===== src/rtl/cnt_slice_pkg.sv =====
package cnt_slice_pkg;

  // Operation selected for the next rising edge, in priority order.
  typedef enum logic [1:0] {
    OP_HOLD  = 2'd0,
    OP_COUNT = 2'd1,
    OP_LOAD  = 2'd2,
    OP_CLEAR = 2'd3
  } cnt_op_e;

  // Last value before wrap: 9 for a BCD digit, all ones for binary.
  function automatic logic [31:0] term_of(input bit decade, input int width);
    return decade ? 32'd9 : ((32'd1 << width) - 32'd1);
  endfunction

endpackage


===== src/rtl/cnt_ctrl.sv =====
module cnt_ctrl
  import cnt_slice_pkg::*;
(
  input  logic    clr_n,
  input  logic    load_n,
  input  logic    en_p,
  input  logic    en_t,
  output cnt_op_e op
);

  // Fixed priority: clear, then load, then count, else hold.
  always_comb begin
    if (!clr_n)
      op = OP_CLEAR;
    else if (!load_n)
      op = OP_LOAD;
    else if (en_p && en_t)
      op = OP_COUNT;
    else
      op = OP_HOLD;
  end

endmodule


===== src/rtl/cnt_next.sv =====
module cnt_next
  import cnt_slice_pkg::*;
#(
  parameter int               WIDTH  = 4,
  parameter logic [WIDTH-1:0] TERM_V = '1
) (
  input  cnt_op_e          op,
  input  logic [WIDTH-1:0] q,
  input  logic [WIDTH-1:0] din,
  output logic [WIDTH-1:0] nxt,
  output logic             at_term
);

  logic [WIDTH-1:0] inc;

  assign at_term = (q == TERM_V);

  // Terminal value wraps to zero; anything else (including out-of-range
  // values above the terminal) takes a plain modulo-2^WIDTH increment.
  assign inc = at_term ? '0 : q + {{(WIDTH-1){1'b0}}, 1'b1};

  always_comb begin
    unique case (op)
      OP_CLEAR: nxt = '0;
      OP_LOAD:  nxt = din;
      OP_COUNT: nxt = inc;
      default:  nxt = q;
    endcase
  end

endmodule


===== src/rtl/cnt_reg.sv =====
module cnt_reg #(
  parameter int WIDTH     = 4,
  parameter bit ASYNC_CLR = 1'b1
) (
  input  logic             clk,
  input  logic             clr_n,
  input  logic [WIDTH-1:0] nxt,
  output logic [WIDTH-1:0] q
);

  generate
    if (ASYNC_CLR) begin : g_async
      always_ff @(posedge clk or negedge clr_n) begin
        if (!clr_n)
          q <= '0;
        else
          q <= nxt;
      end
    end else begin : g_sync
      // nxt is already zero when clear is sampled low
      always_ff @(posedge clk) begin
        q <= nxt;
      end
    end
  endgenerate


  clr_release_chk: assert property (@(posedge clk) disable iff (!clr_n)
    $rose(clr_n) |-> (q == '0));

endmodule


===== src/rtl/cnt_slice.sv =====
module cnt_slice
  import cnt_slice_pkg::*;
#(
  parameter int WIDTH     = 4,
  parameter bit DECADE    = 1'b0,
  parameter bit ASYNC_CLR = 1'b1
) (
  input  logic             clk,
  input  logic             clr_n,
  input  logic             load_n,
  input  logic [WIDTH-1:0] din,
  input  logic             en_p,
  input  logic             en_t,
  output logic [WIDTH-1:0] q,
  output logic             carry
);

  localparam logic [WIDTH-1:0] TERM_V = WIDTH'(term_of(DECADE, WIDTH));

  cnt_op_e          op;
  logic [WIDTH-1:0] nxt;
  logic             at_term;

  cnt_ctrl u_ctrl (
    .clr_n  (clr_n),
    .load_n (load_n),
    .en_p   (en_p),
    .en_t   (en_t),
    .op     (op)
  );

  cnt_next #(.WIDTH(WIDTH), .TERM_V(TERM_V)) u_next (
    .op      (op),
    .q       (q),
    .din     (din),
    .nxt     (nxt),
    .at_term (at_term)
  );

  cnt_reg #(.WIDTH(WIDTH), .ASYNC_CLR(ASYNC_CLR)) u_reg (
    .clk   (clk),
    .clr_n (clr_n),
    .nxt   (nxt),
    .q     (q)
  );

  // Carry for the next slice: terminal count qualified by trickle enable only
  assign carry = at_term & en_t;


  load_take_chk: assert property (@(posedge clk) disable iff (!clr_n)
    (clr_n && !load_n) |=> (q == $past(din)));


  hold_chk: assert property (@(posedge clk) disable iff (!clr_n)
    (clr_n && load_n && !(en_p && en_t)) |=> $stable(q));


  step_chk: assert property (@(posedge clk) disable iff (!clr_n)
    (clr_n && load_n && en_p && en_t && (q != TERM_V)) |=> (q == WIDTH'($past(q) + 1'b1)));


  wrap_chk: assert property (@(posedge clk) disable iff (!clr_n)
    (clr_n && load_n && en_p && en_t && (q == TERM_V)) |=> (q == '0));


  carry_gate_chk: assert property (@(posedge clk) disable iff (!clr_n)
    !en_t |-> !carry);

endmodule


===== config.mk =====
export PLATFORM = sky130hd
export DESIGN_NAME = cnt_slice
export DESIGN_NICKNAME = d
export VERILOG_FILES = /design/src/rtl/cnt_slice_pkg.sv /design/src/rtl/cnt_ctrl.sv /design/src/rtl/cnt_next.sv /design/src/rtl/cnt_reg.sv /design/src/rtl/cnt_slice.sv
export SDC_FILE = /design/constraint.sdc
export NUM_CORES = 1
export LEC_CHECK = 0
export BUFFER_PORTS_ARGS = -buffer_cell sky130_fd_sc_hd__buf_2
export CORE_AREA = 10 10 47 49
export DETAILED_ROUTE_END_ITERATION = 7
export DIE_AREA = 0 0 57 59
export PLACE_DENSITY = 0.49
export RECOVER_POWER = 50
export SLEW_MARGIN = 20
export SYNTH_ARGS = -nofsm -noshare
export SYNTH_HDL_FRONTEND = slang
export SYNTH_SLANG_ARGS = --single-unit

===== constraint.sdc =====
create_clock -name clk -period 1.1 [get_ports clk]
set_input_delay 0 -clock clk [delete_from_list [all_inputs] [get_ports clk]]
set_output_delay 0 -clock clk [all_outputs]
set_load 0.05 [all_outputs]

---- After elaboration in Yosys (flattened, before gate mapping) ----
Index checks and enable logic that the tools add are counted.
operators by class
  add/subtract/negate cells ............... 1
  eq/ne operators ......................... 4
  muxes and demuxes ....................... 5
  bitwise gates (word level) .............. 1
  reductions and logical operators ........ 2
operator list
  operator                                                               count
  4-bit case mux with 3 select lines                                     1
  4-bit by 1-bit adder with 4-bit output, second input constant          1
  2-bit equality test, second input constant                             2
  4-bit equality test, second input constant                             1
  2-bit two-way mux                                                      2
  4-bit two-way mux                                                      1
  3-bit nonzero test                                                     1
  2-bit by 1-bit equality test with 1-bit output, second input constant  1
  1-bit AND                                                              1
  1-bit logical AND                                                      1
  1-bit two-way mux                                                      1
storage, ports and cells
  register bits after elaboration ......... 4
  output and inout bits ................... 5

---- Logic depth before layout (Yosys ltp) ----
Gate-level depths: netlist of the first run.
  depth after elaboration ................. 6
  gate-level depth with buffers ........... 4

---- Modules after synthesis ----
From an unflattened synthesis of the first run, not the netlist that was laid out.
second synthesis, totals
  cell total of the unflattened synthesis .. 29
  area total of the unflattened synthesis .. 276.5 µm²
modules (own cells, without submodules)
  module     instances  cells each  area an instance (µm²)
  cnt_next   1          21          157.7
  cnt_reg    1          4           100.1
  cnt_ctrl   1          3           12.5
  cnt_slice  1          1           6.3

---- Least setup slack after synthesis of the first run ----
No wires, ideal clock.
  path type ............................... register -> register
  start point ............................. register u_reg.q[0]
  end point ............................... register u_reg.q[0]
  arrival ................................. 1.378 ns
  required time ........................... 1.018 ns
  path slack .............................. -0.360 ns
  stages on the path, launching flop included .. 4
  path buffers ............................ 0
  cells stage by stage .................... dfrtp_1 -> ha_1 -> a311o_1 -> a31oi_1
on the way
  longest elaborated chain between the ends .. 3
  elaborated cells between the ends (all ways) .. 4
  those cells by class .................... add/sub (1); eq/ne (1); mux (2)
ends and longest elaborated chain
  what                                                                           line                            RTL
  from (decl)                                                                    cnt_reg.sv:8                    output logic [WIDTH-1:0] q
  from (signal assigned)                                                         cnt_reg.sv:17                   q <= nxt;
  4-bit by 1-bit adder with 4-bit output or 4-bit equality test (tied branches)  cnt_next.sv:20, cnt_next.sv:16
  4-bit two-way mux (*)                                                          cnt_next.sv:20                  assign inc = at_term ? '0 : q + {{(WIDTH-1){1'b0}}, 1'b1};
  4-bit case mux with 3 select lines (*)                                         cnt_next.sv:23                  unique case (op)
Mark *: on every way between the ends. The rest lies on a longest branch, timed or not.
A chain may end at the register's enable or synchronous reset.

---- Worst setup path in the final report of the first run ----
  start point ............................. register u_reg.q[0]
  end point ............................... output carry
on the way
  longest elaborated chain between the ends .. 2
ends and longest elaborated chain
  what                 line             RTL
  4-bit equality test  cnt_next.sv:16   assign at_term = (q == TERM_V);
  1-bit AND            cnt_slice.sv:48  assign carry = at_term & en_t;
  to (decl)            cnt_slice.sv:15  output logic carry
No other way between the ends.

==> results of run 1 <==
repair_timing:
item / CTS / global route
pin swaps: 2 / 5
hold buffers: 1 / 0
setup endpoints to repair: 3 / 5
gates cloned: 0 / 0
hold endpoints to repair: 4 / 0
resized for setup: 5 / 1
power groups by stage:
stage / sequential [µW] / combinational [µW] / clock, µW
floorplan: 215 / 39.3 / 0
global placement: 176 / 134 / 0
detailed placement: 177 / 132 / 0
CTS: 175 / 137 / 203
global route: 178 / 149 / 217
finish: 176 / 136 / 196
critical path, cell delays in order, from the launching register on:
cell and delay (ns):
dfrtp_2 0.39, ha_4 0.16, and4_4 0.21, buf_8 0.14
metrics by stage:
stage,util,cell area (µm²),TNS (ns)
6_report,0.311,435,-0.0676
5_1_grt,0.311,435,-0.239
4_1_cts,0.307,430,-0.123
3_5_place_dp,0.274,384,-0.0361
3_3_place_gp,0.274,384,-0.0128
2_1_floorplan,-,282,-0.376
logic make-up (layout without fill, tap and decap cells):
group                    count (synthesis)  in the layout
AO/OA/AOI/OAI                            8              8
XOR/XNOR                                 1              1
adder cells (fa/ha/maj)                  1              1
buffers and inverters                    3             22
flip-flops                               4              4
AND/OR/NAND/NOR                         13             13
metal layers:
metal	global-route usage	wire [µm]
met1	0.0632	409
met2	0.0744	338
met3	0.0322	94
met4	0.0403	21
met5	0	0
path summary, 6_finish.rpt:
| check | startpoint | endpoint | slack, ns | cells past startpoint |
|---|---|---|---|---|
| worst max-delay path | u_reg.q[0] | carry | -0.05 | 3 |
| worst min-delay path | din[1] | u_reg.q[1] | 0.02 | 3 |
| worst max register to register | u_reg.q[0] | u_reg.q[0] | -0.02 | 3 |
| worst min register to register | u_reg.q[2] | u_reg.q[2] | 0.64 | 2 |
| max in group asynchronous | clr_n | u_reg.q[1] | 0.63 | 2 |
| min in group asynchronous | clr_n | u_reg.q[0] | 0.18 | 2 |
layout by cell type, fill, tap and decap left out:
cell type	synthesis	routed
xor2_1	1	1
clkbuf_4	0	3
dfrtp_2	0	4
o31a_1	1	1
clkbuf_1	0	1
a311oi_1	1	1
nor4_2	0	1
and3_2	1	1
nand3_2	0	1
o22ai_1	1	1
buf_4	0	3
buf_8	0	1
a31oi_1	1	1
nor3b_1	1	1
buf_2	1	11
ha_4	0	1
nand3_1	2	1
a311o_1	1	1
and4_4	0	1
o21ai_0	2	2
dlygate4sd3_1	0	1
a21oi_1	1	1
inv_1	2	2
nor2_1	1	1
nand2_2	1	2
nand2_1	5	4
final cells by class:
type	instances	area (µm²)
Multi-Input combinational cell	23	174
Timing Repair Buffer	17	106
Sequential cell	4	105
Tap cell	16	20.0
Fill cell	160	966
Clock buffer	3	22.5
Inverter	2	7.51
==> results.yml, run 1 <==
setup_path:
  critPathMaxFanout: 4
  cp-end-kind: "output pin"
  crit_type: "flip-flop to output pin"
  crit_arrival_ns: 1.15
  critical_path_required_ns: 1.10
  critPathLaunchType: "flip-flop"
clock_tree:
  cts_tree: "built"
  root_buffer: "clkbuf_4"
  h-tree-depth: 1
  path_clk_slew_ns: 0.04
  cts_setup_buffers: 0
  cts.path.max_buffers: 2
  clk_latency_ns: 0.24
  clkSinkCount: 4
  cts_buffers: 3
yosys:
  synth_top_area_frac: 0.386
  muxShareOfSynthArea: 0
  yosys.cell_types.count: 20
  synth_top_cell_by_area: "dfrtp_1"
  syn_area_um2: 259
  synthXorXnorAreaFrac: 0.0338
  yosys_warnings: 0
  ys_seq_area_frac: 0.386
  yosys-top-cells-area: "dfrtp_1 39%, nand2_1 7.2%, ha_1 4.8%, a311o_1 3.9%, and4_2 3.9%"
  synth_edf_count: 0
  synth_most_common_cell: "nand2_1"
  synth_top_family_by_area: "simple AND/OR/NAND/NOR gates"
  async_reset_ff_frac: 1.00
  avgSynthCellArea_um2: 8.63
  yosys-top-cells-count: "5 x nand2_1, 4 x dfrtp_1, 2 x inv_1, 2 x nand3_1, 2 x o21ai_0"
  syn-num-nets: 40
  synth_fa_ha_area_frac: 0.0483
  synth_flop_cell: "dfrtp_1"
  synth_cells: 30
  synth_compound_area_frac: 0.213
  synth-simple-area-share: 0.271
  ys_seq_elements: 4
place:
  dp.cells: 61
  gp_congestion: 0.771
  io_buffer_count: 13
  hpwl_um: 642
  pre_cts_slack_ns: -0.0357
power_and_ir_drop:
  ir_drop_v: 0.000413
  p_leak_uw: 0.000194
  p_per_area_nw_per_um2: 1170
  p_switching_uw: 172
  comb_power_share: 0.268
  p_int_uw: 336
  p_sw_frac: 0.338
  power.total_uw: 508
  power_frac_seq: 0.346
  pwr-share-clk: 0.386
timing:
  hold_viol: 0
  final-setup-viol-count: 2
  worstMarginPinSlew_ns: 0.372
  fmaxAchievable_ghz: 0.872
  min_period_ns: 1.15
  slew_headroom: 0.752
  min_period_over_period: 1.04
  slew_violations: 0
  rsz0062_at_grt: "true"
  holdWs_ns: 0.0208
  fin_ws_ns: -0.0465
  finClkSkew_ns: 0.000536
global_route:
  grt_max_degree: 10
  antenna_found_initial: 0
  grt_pass1_wl_mm: 1.48
  grt.overflow.total: 0
  grtUsageTotal: 0.0554
  grt_pass1_vias: 346
cells_and_area:
  syn_to_final_growth_pct: 68.1
  fin_cells: 65
  antennaDiodeCount: 0
  drive_gt1_frac: 0.592
  top_register: "u_reg.q"
  biggestRegsByFlops: "u_reg.q (4)"
  largest_reg_flops: 4
  nets: 61
detailed_routing:
  route.detailed.drc: 0
  drtIter0Drc: 1
  avgViaCountPerCell: 4.54
  wl_um: 863
  ant_nets: 0
  wl_per_cell_um: 13.3
  dr.pass1.iters: 4
  vias: 295
run:
  drv_cap: 0
run_status:
  run_status: "complete, but fails checks"
  violations: "negative setup slack"
floorplanning:
  die_x_um: 57
  io_pins: 14
  initial_core_util: 0.185
  num_rows: 14
  die_area_um2: 3360
  core_um2: 1400
  die-height_um: 59
hold_path:
  hp-class: "input port to flip-flop"
Note: power is estimated with default switching activity, not from simulation.
==> inputs of run 2 (changes only) <==
Settings changed: CELL_PAD_IN_SITES_DETAIL_PLACEMENT from default to 2, CELL_PAD_IN_SITES_GLOBAL_PLACEMENT from default to 2, CORE_AREA 10 10 47 49 to default, CORE_MARGIN from default to 10, CORE_UTILIZATION from default to 18, DIE_AREA 0 0 57 59 to default, PLACE_DENSITY 0.49 to 0.71.
==> run 2 against run 1 <==
Effect of this change: the run still ends with negative setup slack left; critical path depth stayed put; clock power is 9.7% lower; clock skew hardly changed; first-iteration DRC count stayed put; total power is 1.9% lower; worst hold slack better by 0.035 ns; register-to-register slack hardly changed; flip-flop and latch count stayed put; via count is 6.8% higher; fmax is 1.6% higher; sequential share of layout area is 0.54 points lower; utilization is 2.3 points higher; largest cell class unchanged.
==> results.yml, run 2 (synthesis gave the netlist of run 1 again) <==
run_status:
  run_status: "complete, but fails checks"
  violations: "negative setup slack"
clock_tree:
  path_clk_slew_ns: 0.04
  h-tree-depth: 1
  root_buffer: "clkbuf_4"
  cts_tree: "built"
  clkSinkCount: 4
  cts_buffers: 3
  cts_setup_buffers: 0
  clk_latency_ns: 0.23
  cts.path.max_buffers: 2
detailed_routing:
  wl_um: 948
  wl_per_cell_um: 14.8
  drtIter0Drc: 1
  avgViaCountPerCell: 4.92
  dr.pass1.iters: 2
  ant_nets: 0
  vias: 315
  route.detailed.drc: 0
timing:
  fin_ws_ns: -0.0288
  slew_headroom: 0.753
  rsz0062_at_grt: "true"
  min_period_over_period: 1.03
  holdWs_ns: 0.0554
  finClkSkew_ns: 0.000694
  min_period_ns: 1.13
  final-setup-viol-count: 2
  fmaxAchievable_ghz: 0.886
  slew_violations: 0
  worstMarginPinSlew_ns: 0.371
  hold_viol: 0
global_route:
  grt_pass1_vias: 351
  grt.overflow.total: 0
  grt_pass1_wl_mm: 1.54
  grtUsageTotal: 0.0579
  antenna_found_initial: 0
  grt_max_degree: 10
floorplanning:
  die-height_um: 57.9
  die_area_um2: 3360
  die_x_um: 57.9
  io_pins: 14
  num_rows: 13
  initial_core_util: 0.194
  core_um2: 1330
power_and_ir_drop:
  ir_drop_v: 0.000350
  p_per_area_nw_per_um2: 1120
  p_leak_uw: 0.000197
  power.total_uw: 498
setup_path:
  critical_path_required_ns: 1.10
  critPathLaunchType: "flip-flop"
  critPathMaxFanout: 4
  cp-end-kind: "output pin"
  crit_type: "flip-flop to output pin"
  crit_arrival_ns: 1.13
  reg2reg_depth: 4
cells_and_area:
  drive_gt1_frac: 0.633
  biggestRegsByFlops: "u_reg.q (4)"
  nets: 61
  top_register: "u_reg.q"
  largest_reg_flops: 4
  antennaDiodeCount: 0
  layout_common_cells: "11 x buf_2, 4 x nand2_1, 4 x dfrtp_2, 3 x clkbuf_4, 3 x buf_4"
  syn_to_final_growth_pct: 72.0
  final_common_cell: "buf_2"
run:
  drv_cap: 0
hold_path:
  hp-class: "input port to flip-flop"
  min_path_cells: 3
place:
  gp_congestion: 0.671
  io_buffer_count: 13
  hpwl_um: 763
[run 2: cell counts in the layout (fill, tap and decap cells not counted)]
No cell type changed its count.
[run 2: what timing repair did]
action,4_1_cts,5_1_grt
setup endpoints to repair,4,5
resized for setup,6,2
cloned,0,0
hold buffers,1,0
endpoints found under the hold margin,4,0
pin swaps,6,3
[run 2: where the power goes]
group | switching (µW) | internal, µW
clock | 55.3 | 122
sequential | 14.5 | 161
combinational | 90.2 | 55.5
total | 160 | 338
[run 2: critical path, stage by stage, from the launching register on]
cell and delay (ns):
dfrtp_2 0.38, ha_4 0.16, and4_4 0.21, buf_8 0.14
[run 2: final cells by class]
type | instances | area [µm²]
repair buffers | 17 | 106
fillers | 161 | 888
multi-input cells | 23 | 185
flip-flops and latches | 4 | 105
clock buffers | 3 | 22.5
inverters | 2 | 7.51
well taps | 15 | 18.8
[run 2: routing by layer]
metal / GRT usage / part of all wire
met2: 0.0951 / 0.49
met1: 0.0546 / 0.43
met4: 0.0302 / 0
met5: 0 / 0
met3: 0.0370 / 0.086
[run 2: metrics by stage]
step                utilization  setup slack [ns]  setup TNS, ns  instance area (µm²)  std cells
global route              0.334           -0.0918         -0.278                  445         64
finish                    0.334           -0.0288        -0.0393                  445         64
detailed placement        0.287           -0.0282        -0.0677                  383         60
CTS                       0.326           -0.0407        -0.0618                  435         64
global placement          0.287          -0.00922        -0.0177                  383         60
floorplan                     -            -0.151         -0.376                  282         30
[run 2: worst paths after layout]
check | slack [ns] | start | to
setup / recovery | -0.03 | u_reg.q[0] | carry
hold / removal | 0.06 | din[2] | u_reg.q[2]
setup reg to reg | -0.01 | u_reg.q[0] | u_reg.q[3]
hold reg to reg | 0.64 | u_reg.q[2] | u_reg.q[2]
max in group asynchronous | 0.62 | clr_n | u_reg.q[3]
min in group asynchronous | 0.19 | clr_n | u_reg.q[0]
